## config.mk

```make
export PLATFORM = sky130hd
export DESIGN_NAME = poison_regfile
export DESIGN_NICKNAME = d
export VERILOG_FILES = /design/src/rtl/poison_rf_pkg.sv /design/src/rtl/prf_datapath.sv /design/src/rtl/prf_control.sv /design/src/rtl/poison_regfile.sv
export SDC_FILE = /design/constraint.sdc
export NUM_CORES = 1
export LEC_CHECK = 0
export BUFFER_PORTS_ARGS = -buffer_cell sky130_fd_sc_hd__buf_2
export CORE_MARGIN = 5
export CORE_UTILIZATION = 30
export CTS_CLUSTER_SIZE = 8
export DETAILED_ROUTE_END_ITERATION = 8
export MAX_ROUTING_LAYER = met4
export PLACE_DENSITY = 0.51
export REMOVE_ABC_BUFFERS = 1
export SYNTH_ARGS = -nofsm -noshare
export SYNTH_HDL_FRONTEND = slang
export SYNTH_SLANG_ARGS = --single-unit
```

## constraint.sdc

```tcl
create_clock -name clk -period 5.3 [get_ports clk]
set_input_delay 1.06 -clock clk [delete_from_list [all_inputs] [get_ports clk]]
set_output_delay 1.06 -clock clk [all_outputs]
set_load 0.02 [all_outputs]
```

## src/rtl/poison_rf_pkg.sv

```systemverilog
package poison_rf_pkg;
  typedef enum logic [1:0] {
    EXC_NONE   = 2'b00,
    EXC_RESUME = 2'b01,
    EXC_TERM   = 2'b10,
    EXC_TERM2  = 2'b11
  } excKind_t;

  typedef struct packed {
    logic writeData;
    logic setPoison;
    logic clearPoison;
  } rfStrobe_t;
endpackage

```

## src/rtl/prf_datapath.sv

```systemverilog
module prf_datapath
  import poison_rf_pkg::*;
#(
  parameter int DATA_W   = 32,
  parameter int NUM_REGS = 16,
  localparam int IDX_W   = $clog2(NUM_REGS)
) (
  input  logic              clk,
  input  logic              rstN,
  input  rfStrobe_t         strobe,
  input  logic [IDX_W-1:0]  wrIdx,
  input  logic [DATA_W-1:0] wrData,
  input  logic [IDX_W-1:0]  srcAIdx,
  input  logic [IDX_W-1:0]  srcBIdx,
  output logic [DATA_W-1:0] srcAData,
  output logic              srcAPoison,
  output logic [DATA_W-1:0] srcBData,
  output logic              srcBPoison
);
  logic [DATA_W-1:0] regData [NUM_REGS];
  logic [NUM_REGS-1:0] poisonVec;

  for (genvar g = 0; g < NUM_REGS; g++) begin : gSlot
    if (g == 0) begin : gZero
      assign regData[g]   = '0;
      assign poisonVec[g] = 1'b0;
    end else begin : gReg
      logic hit;
      assign hit = (wrIdx == IDX_W'(g));
      always_ff @(posedge clk or negedge rstN) begin
        if (!rstN) begin
          regData[g]   <= '0;
          poisonVec[g] <= 1'b0;
        end else if (hit && strobe.writeData) begin
          regData[g] <= wrData;
          if (strobe.setPoison)
            poisonVec[g] <= 1'b1;
          else if (strobe.clearPoison)
            poisonVec[g] <= 1'b0;
        end
      end
    end
  end

  assign srcAData   = regData[srcAIdx];
  assign srcBData   = regData[srcBIdx];
  assign srcAPoison = poisonVec[srcAIdx];
  assign srcBPoison = poisonVec[srcBIdx];
endmodule

```

## src/rtl/prf_control.sv

```systemverilog
module prf_control
  import poison_rf_pkg::*;
#(
  parameter int IDX_W = 4
) (
  input  logic             wrEn,
  input  logic [IDX_W-1:0] wrIdx,
  input  logic             wrSpec,
  input  logic [1:0]       wrExc,
  input  logic             wrSrcPoison,
  input  logic             instValid,
  input  logic             instSpec,
  input  logic             srcAUse,
  input  logic [IDX_W-1:0] srcAIdx,
  input  logic             srcAPoison,
  input  logic             srcBUse,
  input  logic [IDX_W-1:0] srcBIdx,
  input  logic             srcBPoison,
  output rfStrobe_t        strobe,
  output logic             resumeTrap,
  output logic             termTrap,
  output logic             faultValid,
  output logic [IDX_W-1:0] faultIdx
);
  excKind_t kind;
  logic isResume, isTerm, committed, hitA, hitB;

  always_comb begin
    kind     = excKind_t'(wrExc);
    isResume = (kind == EXC_RESUME);
    isTerm   = (kind == EXC_TERM) || (kind == EXC_TERM2);

    strobe.writeData   = wrEn && (wrIdx != '0) && !isResume && !(isTerm && !wrSpec);
    strobe.setPoison   = strobe.writeData && wrSpec && (isTerm || wrSrcPoison);
    strobe.clearPoison = strobe.writeData && !strobe.setPoison;

    resumeTrap = wrEn && isResume;
    termTrap   = wrEn && isTerm && !wrSpec;

    committed  = instValid && !instSpec;
    hitA       = committed && srcAUse && srcAPoison;
    hitB       = committed && srcBUse && srcBPoison;
    faultValid = hitA || hitB;
    faultIdx   = hitA ? srcAIdx : (hitB ? srcBIdx : '0);
  end
endmodule

```

## src/rtl/poison_regfile.sv

```systemverilog
module poison_regfile
  import poison_rf_pkg::*;
#(
  parameter int DATA_W   = 32,
  parameter int NUM_REGS = 16,
  localparam int IDX_W   = $clog2(NUM_REGS)
) (
  input  logic              clk,
  input  logic              rstN,
  input  logic              wrEn,
  input  logic [IDX_W-1:0]  wrIdx,
  input  logic [DATA_W-1:0] wrData,
  input  logic              wrSpec,
  input  logic [1:0]        wrExc,
  input  logic              wrSrcPoison,
  input  logic              instValid,
  input  logic              instSpec,
  input  logic              srcAUse,
  input  logic [IDX_W-1:0]  srcAIdx,
  input  logic              srcBUse,
  input  logic [IDX_W-1:0]  srcBIdx,
  output logic [DATA_W-1:0] srcAData,
  output logic              srcAPoison,
  output logic [DATA_W-1:0] srcBData,
  output logic              srcBPoison,
  output logic              faultValid,
  output logic [IDX_W-1:0]  faultIdx,
  output logic              resumeTrap,
  output logic              termTrap
);
  rfStrobe_t strobe;

  prf_control #(.IDX_W(IDX_W)) uCtrl (
    .wrEn(wrEn), .wrIdx(wrIdx), .wrSpec(wrSpec), .wrExc(wrExc),
    .wrSrcPoison(wrSrcPoison), .instValid(instValid), .instSpec(instSpec),
    .srcAUse(srcAUse), .srcAIdx(srcAIdx), .srcAPoison(srcAPoison),
    .srcBUse(srcBUse), .srcBIdx(srcBIdx), .srcBPoison(srcBPoison),
    .strobe(strobe), .resumeTrap(resumeTrap), .termTrap(termTrap),
    .faultValid(faultValid), .faultIdx(faultIdx)
  );

  prf_datapath #(.DATA_W(DATA_W), .NUM_REGS(NUM_REGS)) uData (
    .clk(clk), .rstN(rstN), .strobe(strobe), .wrIdx(wrIdx), .wrData(wrData),
    .srcAIdx(srcAIdx), .srcBIdx(srcBIdx),
    .srcAData(srcAData), .srcAPoison(srcAPoison),
    .srcBData(srcBData), .srcBPoison(srcBPoison)
  );
endmodule

```

# Word-level counts from Yosys, hierarchy flattened
# Index checks and enable logic that the tools add are counted.
dict set report word_totals {
  reg_bits 495
  input_bits 55
  output_inout_bits 73
  wordCells 123
}
dict set report classes {
  magnitude_cmp 4
  eq_ne 18
  n_mux 14
  n_bitwise 2
  reduce_logical 55
}
# cell n
set ops {}
lappend ops {{32-bit binary-select mux with 4-bit select} 2}
lappend ops {{32-bit 2-to-1 mux} 4}
lappend ops {{4-bit == test, second input constant} 8}
lappend ops {{1-bit logical AND} 30}
lappend ops {{2-bit AND reduction} 15}
lappend ops {{4-bit by 3-bit == test with 1-bit output, second input constant} 4}
lappend ops {{5-bit greater-or-equal comparator, second input constant} 2}
lappend ops {{4-bit by 5-bit less-than comparator with 1-bit output, second input constant} 2}
lappend ops {{4-bit NOT with 5-bit output} 2}
lappend ops {{1-bit binary-select mux with 4-bit select} 2}
lappend ops {{4-bit by 2-bit == test with 1-bit output, second input constant} 2}
lappend ops {{4-bit 2-to-1 mux} 2}
lappend ops {{1-bit zero test} 5}
lappend ops {{2-bit == test, second input constant} 2}
lappend ops {{4-bit by 1-bit == test with 1-bit output, second input constant} 1}
lappend ops {{1-bit 2-to-1 mux} 4}
lappend ops {{4-bit nonzero test} 1}
lappend ops {{1-bit logical OR} 3}
lappend ops {{2-bit by 1-bit == test with 1-bit output, second input constant} 1}
lappend ops {{2-bit nonzero test} 1}

# Logic depth before layout (Yosys ltp)
# Gate-level depths: netlist of the first run.
dict set report logic_depth {
  ltp_word 11
  mapped_depth 7
  ltp_nobuf 5
}

# Hierarchy
# Synthesis of the first run repeated with hierarchy kept, for this count alone.
dict set report unflattened {
  cells_unflattened 1730
  hier_area_um2 26432.9
}
# module n_inst cells_per_inst area_each_um2 seq_area_each_um2
set modules_own_cells {}
lappend modules_own_cells {prf_datapath 1 1711 26273.9 12386.9}
lappend modules_own_cells {prf_control 1 19 158.9 0.0}

# Worst setup path before layout of the first run
# OpenSTA, ideal clock, no wires.
dict set report synth_path {
  path_type {input port to output port}
  start {input port srcAIdx[0]}
  end {output port faultIdx[0]}
  arrival_time_ns 2.777
  required_ns 4.240
  setup_slack_ns 1.463
  cell_stages 6
  path_cell_list {buf_4 > mux4_2 > mux2_2 > nand4_1 > a21boi_2 > mux2i_1}
}
dict set report synth_between {
  elab_chain_len 4
}
# element line_no
set synth_rtl {}
lappend synth_rtl {{start: declaration} poison_regfile.sv:19} ;# input logic [IDX_W-1:0] srcAIdx,
lappend synth_rtl {{1-bit binary-select mux with 4-bit select} prf_datapath.sv:47} ;# assign srcAPoison = poisonVec[srcAIdx];
lappend synth_rtl {{1-bit 2-to-1 mux (not written as such)} prf_datapath.sv:47}
lappend synth_rtl {{1-bit logical AND} prf_control.sv:41} ;# hitA = committed && srcAUse && srcAPoison;
lappend synth_rtl {{4-bit 2-to-1 mux *} prf_control.sv:44} ;# faultIdx = hitA ? srcAIdx : (hitB ? srcBIdx : '0);
lappend synth_rtl {{end: declaration} poison_regfile.sv:27} ;# output logic [IDX_W-1:0] faultIdx,
# Every way passes the cells marked *; elsewhere a longest branch is shown, timed or not. The select of a mux whose other input is x is not followed.

# Worst setup path after layout of the first run
dict set report layout_path {
  start {input port srcAIdx[0]}
  end {output port srcAData[21]}
}
dict set report layout_between {
  elab_chain_len 4
}
# element line_no
set layout_rtl {}
lappend layout_rtl {{4-bit NOT with 5-bit output (not written as such)} prf_datapath.sv:45} ;# assign srcAData = regData[srcAIdx];
lappend layout_rtl {{32-bit binary-select mux with 4-bit select} prf_datapath.sv:45}
lappend layout_rtl {{32-bit 2-to-1 mux (not written as such) (2 in a row)} prf_datapath.sv:45}
lappend layout_rtl {{end: declaration} poison_regfile.sv:22} ;# output logic [DATA_W-1:0] srcAData,
# Every way passes these cells. The select of a mux whose other input is x is not followed.

==> run metrics, run 1 <==
# hold bufs at CTS=0; GRT met3 Usage=about 3.1%; busiest grt layer=met2; CTS Root Cell=clkbuf_16; fmax=about 240 MHz; P&R area growth vs syn=14.9%; class of the worst hold path=in2async; global placement routability congestion=approximately 0.76; gate count after technology mapping=1807; number of library cell types mapped by synthesis=37; vias in the first global route=between 15000 and 20000; number of setup buffers added after CTS=0; minimum clock period=between 4 and 5 ns; Congestion Overflow GR=0; Crit path largest cell delay=around 0.57 ns; vias per cell=approximately 5.5; fin nets=about 1900; met1 Use GR=roughly a quarter; die footprint=between 90000 and 100000 um^2; CTS sink cnt=approximately 500; Seq/Total Area, Yosys=a little under half; most frequent cells in the layout=520 x mux2_2, 495 x dfrtp_1, 228 x mux4_2; clk buf depth=3; Final Setup Violations=0; Die Y=307 um; Util after Layout=around a third; WP data arrival=around 3.2 ns; Setup TNS Final=0 ns; #FFs+latches synth=between 400 and 500; H-tree Lvls=3; worst path cell trace=buf_6 > buf_4 > mux4_2 > mux4_2 > buf_2; TritonCTS clock tree=yes; Initial Utilization=between 30 and 40%; Layout Cells excl Fill=3063; skew final=0 ns; detailed-route via count=~17000; most common cell after layout, fill and taps aside=mux2_2; final hold vios=0; max-cap violations=0; Initial DRT Pass Iterations=5; Mean Syn Cell Area=between 10 and 15 um^2; dominant cell type by area after synthesis=dfrtp_1; Routed Antenna Nets=0; first-pass GRT wire length=123000 um; top cells by area, synth=dfrtp_1 47%, mux2_2 22%, mux4_2 19%; Critical Path Fanout Max=30; number of buffers created by CTS=72; unrepaired setup endpoints after global routing=no; clk slew on worst S/H paths=~0.050 ns; Setup crit end kind=primary output; row count=between 100 and 150; Tightest Pin Transition=1.22 ns; WL/cell=26.4 um; Iteration-0 DRC Markers=1061; Buffers on Ports=~130; CP Launch Type=primary input; CP Data Required Time=approximately 4.2 ns; core area=between 80000 and 90000 um^2; Worst-Skew Late Latency=slightly below 0.6 ns; DRC viols=0; Top-Level Pins=128; crit share post-route=about four fifths; Crit Path Class=in2out; synth warn=0; PostCTS Resize Cnt=0; top cell type's share of synthesized area=a little under half; status=finished clean; CP max-delay cell=mux4_2; fraction of layout cells with a size suffix above 1=54.2%; Placed Cells=2974; Die Width=roughly 300 um; Most common cell on crit path=mux4_2; gr usage total=17.7%; VDD IR max=approximately 190 uV; P_leak=~0.013 uW; number of synthesized flops with an enable pin=0; Routed WL=between 80000 and 90000 um; async set or reset register ratio after synthesis=100%; initial antenna violation count=9; Mapped Area=26500 um^2; Slew Viols, Final=0; Top FF cell, synth=dfrtp_1; pin count of the biggest net entering global routing=about 100; pwr/cell area=approximately 400 nW/um^2; met2 usage=between 20% and 30%; Post-DP HPWL=between 40000 and 50000 um; Rel. slew slack=18.9%
-- cell usage after synthesis, drive strengths merged (6+ instances only) --
cell type,number
buf,90
o21ai,50
mux4,228
a221oi,32
clkbuf,84
nor2,40
nand2,55
dfrtp,495
mux2i,70
a21oi,63
nor2b,8
nand2b,6
mux2,520
inv,37
-- cells by family (layout without fill, tap and decap cells) --
logic type / Yosys count / after routing / synth area share (%)
mux: 818 / 818 / 44.1
flops: 495 / 495 / 46.7
buf+inv: 211 / 296 / 3.42
compound gates: 159 / 159 / 3.66
simple gates: 124 / 124 / 2.16
other cells: 0 / 6 / 0
-- area by class of cell --
cell class                 count  area, um^2
antenna                        6        15.0
clock buffer                  79        1910
clock inverter                 4        31.3
fill                        8571       57600
inverter                      37         139
multi-input combinational   1101       13300
sequential                   495       12400
tap                         1165        1460
timing repair buffer         176        1210
-- registers in the layout (all words and copies together), names as in the netlist --
name             flops
uData.poisonVec     15
uData.regData      480
-- worst paths after layout --
kind                            depth (start not counted)  slack (ns)                            from                        endpoint
worst max register to register                          1        4.50  uData.regData[182]$_DFFE_PN0P_  uData.regData[182]$_DFFE_PN0P_
max in group asynchronous                               2        3.61                            rstN   uData.regData[54]$_DFFE_PN0P_
worst min register to register                          2        0.50  uData.poisonVec[8]$_DFFE_PN0P_  uData.poisonVec[8]$_DFFE_PN0P_
min in group clk                                        2        0.50  uData.poisonVec[8]$_DFFE_PN0P_  uData.poisonVec[8]$_DFFE_PN0P_
worst min-delay path                                    1        0.48                            rstN   uData.regData[58]$_DFFE_PN0P_
worst max-delay path                                    5        1.05                      srcAIdx[0]                    srcAData[21]
-- report_power, final --
part	switching, uW	internal [uW]	leakage (uW)
clock	1630	2510	0.000959
combinational	1080	1500	0.00596
sequential	577	4570	0.00634
-- metrics by stage --
step	cell area, um^2	setup slack, ns	hold slack, ns	power, uW
floorplan	25800	0.971	0.461	6820
global placement	28500	1.03	0.477	7690
detailed placement	28500	1.00	0.491	7810
CTS	30500	1.02	0.501	12000
global route	30500	0.846	0.531	12500
finish	30500	1.05	0.478	11900
-- metal layers --
layer	vias to the layer above	part of all wire (%)
met5	-	0
met4	0	1.8
met3	98	4.9
met2	391	49
met1	9184	45
li1	7039	-
-- worst max-delay path, delay by kind of cell --
family                 cells  cell delay [ns]
multiplexers               2             1.11
buffers and inverters      3             0.96
No activity file was read; power rests on OpenSTA's default activity.
==> inputs of run 2 (changes only) <==
--- a/config.mk
+++ b/config.mk
@@ -11,7 +11,7 @@
 export CTS_CLUSTER_SIZE = 8
 export DETAILED_ROUTE_END_ITERATION = 8
 export MAX_ROUTING_LAYER = met4
-export PLACE_DENSITY = 0.51
+export PLACE_DENSITY = 0.52
 export REMOVE_ABC_BUFFERS = 1
 export SYNTH_ARGS = -nofsm -noshare
 export SYNTH_HDL_FRONTEND = slang
==> constraint.sdc (replaced) <==
create_clock -name clk -period 3.7 [get_ports clk]
set_input_delay 0.74 -clock clk [delete_from_list [all_inputs] [get_ports clk]]
set_output_delay 0.74 -clock clk [all_outputs]
set_load 0.02 [all_outputs]
==> run metrics, run 2 (synthesis results as in run 1) <==
status=finished clean; CTS Root Cell=clkbuf_16; unrepaired setup endpoints after global routing=no; CP Data Required Time=roughly 3.0 ns; fin nets=1974; Slew Viols, Final=0; Tightest Pin Transition=1.12 ns; P&R area growth vs syn=16.4%; Setup crit end kind=primary output; final hold vios=0; # hold bufs at CTS=0; Tot Pwr=between 15000 and 20000 uW; skew final=0 ns; CP Launch Type=primary input; Routed WL=roughly 81000 um; Initial DRT Pass Iterations=5; CTS sink cnt=495; number of setup buffers added after CTS=0; Layout fillers=8486; core area=88100 um^2; fraction of layout cells with a size suffix above 1=55.0%; Critical Path Fanout Max=14; Setup TNS Final=0 ns; fmax=about 290 MHz; vias in the first global route=between 15000 and 20000; vias per cell=5.41; max-cap violations=0; initial antenna violation count=10; DRC viols=0; TritonCTS clock tree=yes; Final Setup Violations=0; row count=~110; first-pass GRT wire length=around 120000 um; crit share post-route=approximately 93%; most common cell after layout, fill and taps aside=mux2_2; Worst-Skew Late Latency=0.59 ns; VDD IR max=around 280 uV; Buffers on Ports=about 130; top flop regs=uData.regData: 480 flops, uData.poisonVec: 15 flops; Initial Utilization=between 30% and 40%; Placed Instance Area=just under 30000 um^2; P_leak=0.0134 uW; pwr/cell area=547 nW/um^2; number of buffers created by CTS=71; global placement routability congestion=0.777; PostCTS Resize Cnt=0; Routed Antenna Nets=0; pin count of the biggest net entering global routing=just under 90; Util after Layout=between 30% and 40%; Most flops, register=uData.regData; WL/cell=roughly 26 um; WP data arrival=between 2 and 3 ns; fin area=~31000 um^2; Die Y=just over 300 um; detailed-route via count=between 15000 and 20000; minimum clock period=around 3.5 ns; Die Width=just over 300 um; H-tree Lvls=3; Iteration-0 DRC Markers=1124; most frequent cells in the layout=520 x mux2_2, 495 x dfrtp_1, 228 x mux4_2; Post-DP HPWL=roughly 49000 um; gr usage total=~18%; class of the worst hold path=in2async; clk buf depth=3; clk slew on worst S/H paths=about 0.05 ns; Crit Path Class=in2out; Rel. slew slack=between 20% and 30%; Top-Level Pins=~130; Congestion Overflow GR=0; die footprint=94500 um^2; Largest register FFs=between 400 and 500
==> run 2: worst max-delay path: stages <==
cell	delay [ns]
buf_6	0.25
mux4_2	0.56
mux2_2	0.28
nand4_1	0.11
a21boi_2	0.30
mux2i_1	0.26
buf_2	0.20
==> run 2: power by group <==
part / switching, uW / internal, uW
clock: 2330 / 3460
combinational: 1550 / 2190
sequential: 822 / 6550
total: 4700 / 12200
==> run 2: cell type report <==
| class | instances | area (um^2) | share of cell area, % |
|---|---|---|---|
| Multi-Input combinational cell | 1101 | 13300 | 43.1 |
| Tap cell | 1165 | 1460 | 4.72 |
| Sequential cell | 495 | 12400 | 40.1 |
| Clock inverter | 4 | 35.0 | 0.113 |
| Clock buffer | 74 | 1830 | 5.93 |
| Inverter | 37 | 139 | 0.450 |
| Timing Repair Buffer | 213 | 1710 | 5.52 |
| Antenna cell | 7 | 17.5 | 0.0567 |
==> run 2: worst paths after layout <==
path,start,endpoint,slack (ns),cells after the start
setup / recovery,srcAIdx[0],faultIdx[0],0.25,7
hold / removal,rstN,uData.regData[92]$_DFFE_PN0P_,0.19,1
setup reg to reg,uData.regData[459]$_DFFE_PN0P_,uData.regData[459]$_DFFE_PN0P_,2.90,1
hold reg to reg,uData.poisonVec[1]$_DFFE_PN0P_,uData.poisonVec[1]$_DFFE_PN0P_,0.51,2
max in group asynchronous,rstN,uData.regData[139]$_DFFE_PN0P_,2.40,2
min in group clk,uData.poisonVec[1]$_DFFE_PN0P_,uData.poisonVec[1]$_DFFE_PN0P_,0.51,2
==> run 2: layer usage <==
layer / up-vias / track usage [%] / routed length, um
met4: 0 / 4.99 / 1970
met5: - / - / 0
met3: 116 / 3.27 / 3820
met1: 9102 / 23.5 / 36600
li1: 7127 / - / -
met2: 412 / 27.5 / 38500
==> run 2: per-stage QoR <==
| step | instances | setup WS, ns | hold WS [ns] |
|---|---|---|---|
| floorplan | 1633 | 0.0106 | 0.444 |
| global placement | 3011 | 0.267 | 0.485 |
| detailed placement | 3011 | 0.213 | 0.502 |
| CTS | 3089 | 0.201 | 0.195 |
| global route | 3096 | 0.119 | 0.241 |
| finish | 3096 | 0.247 | 0.194 |
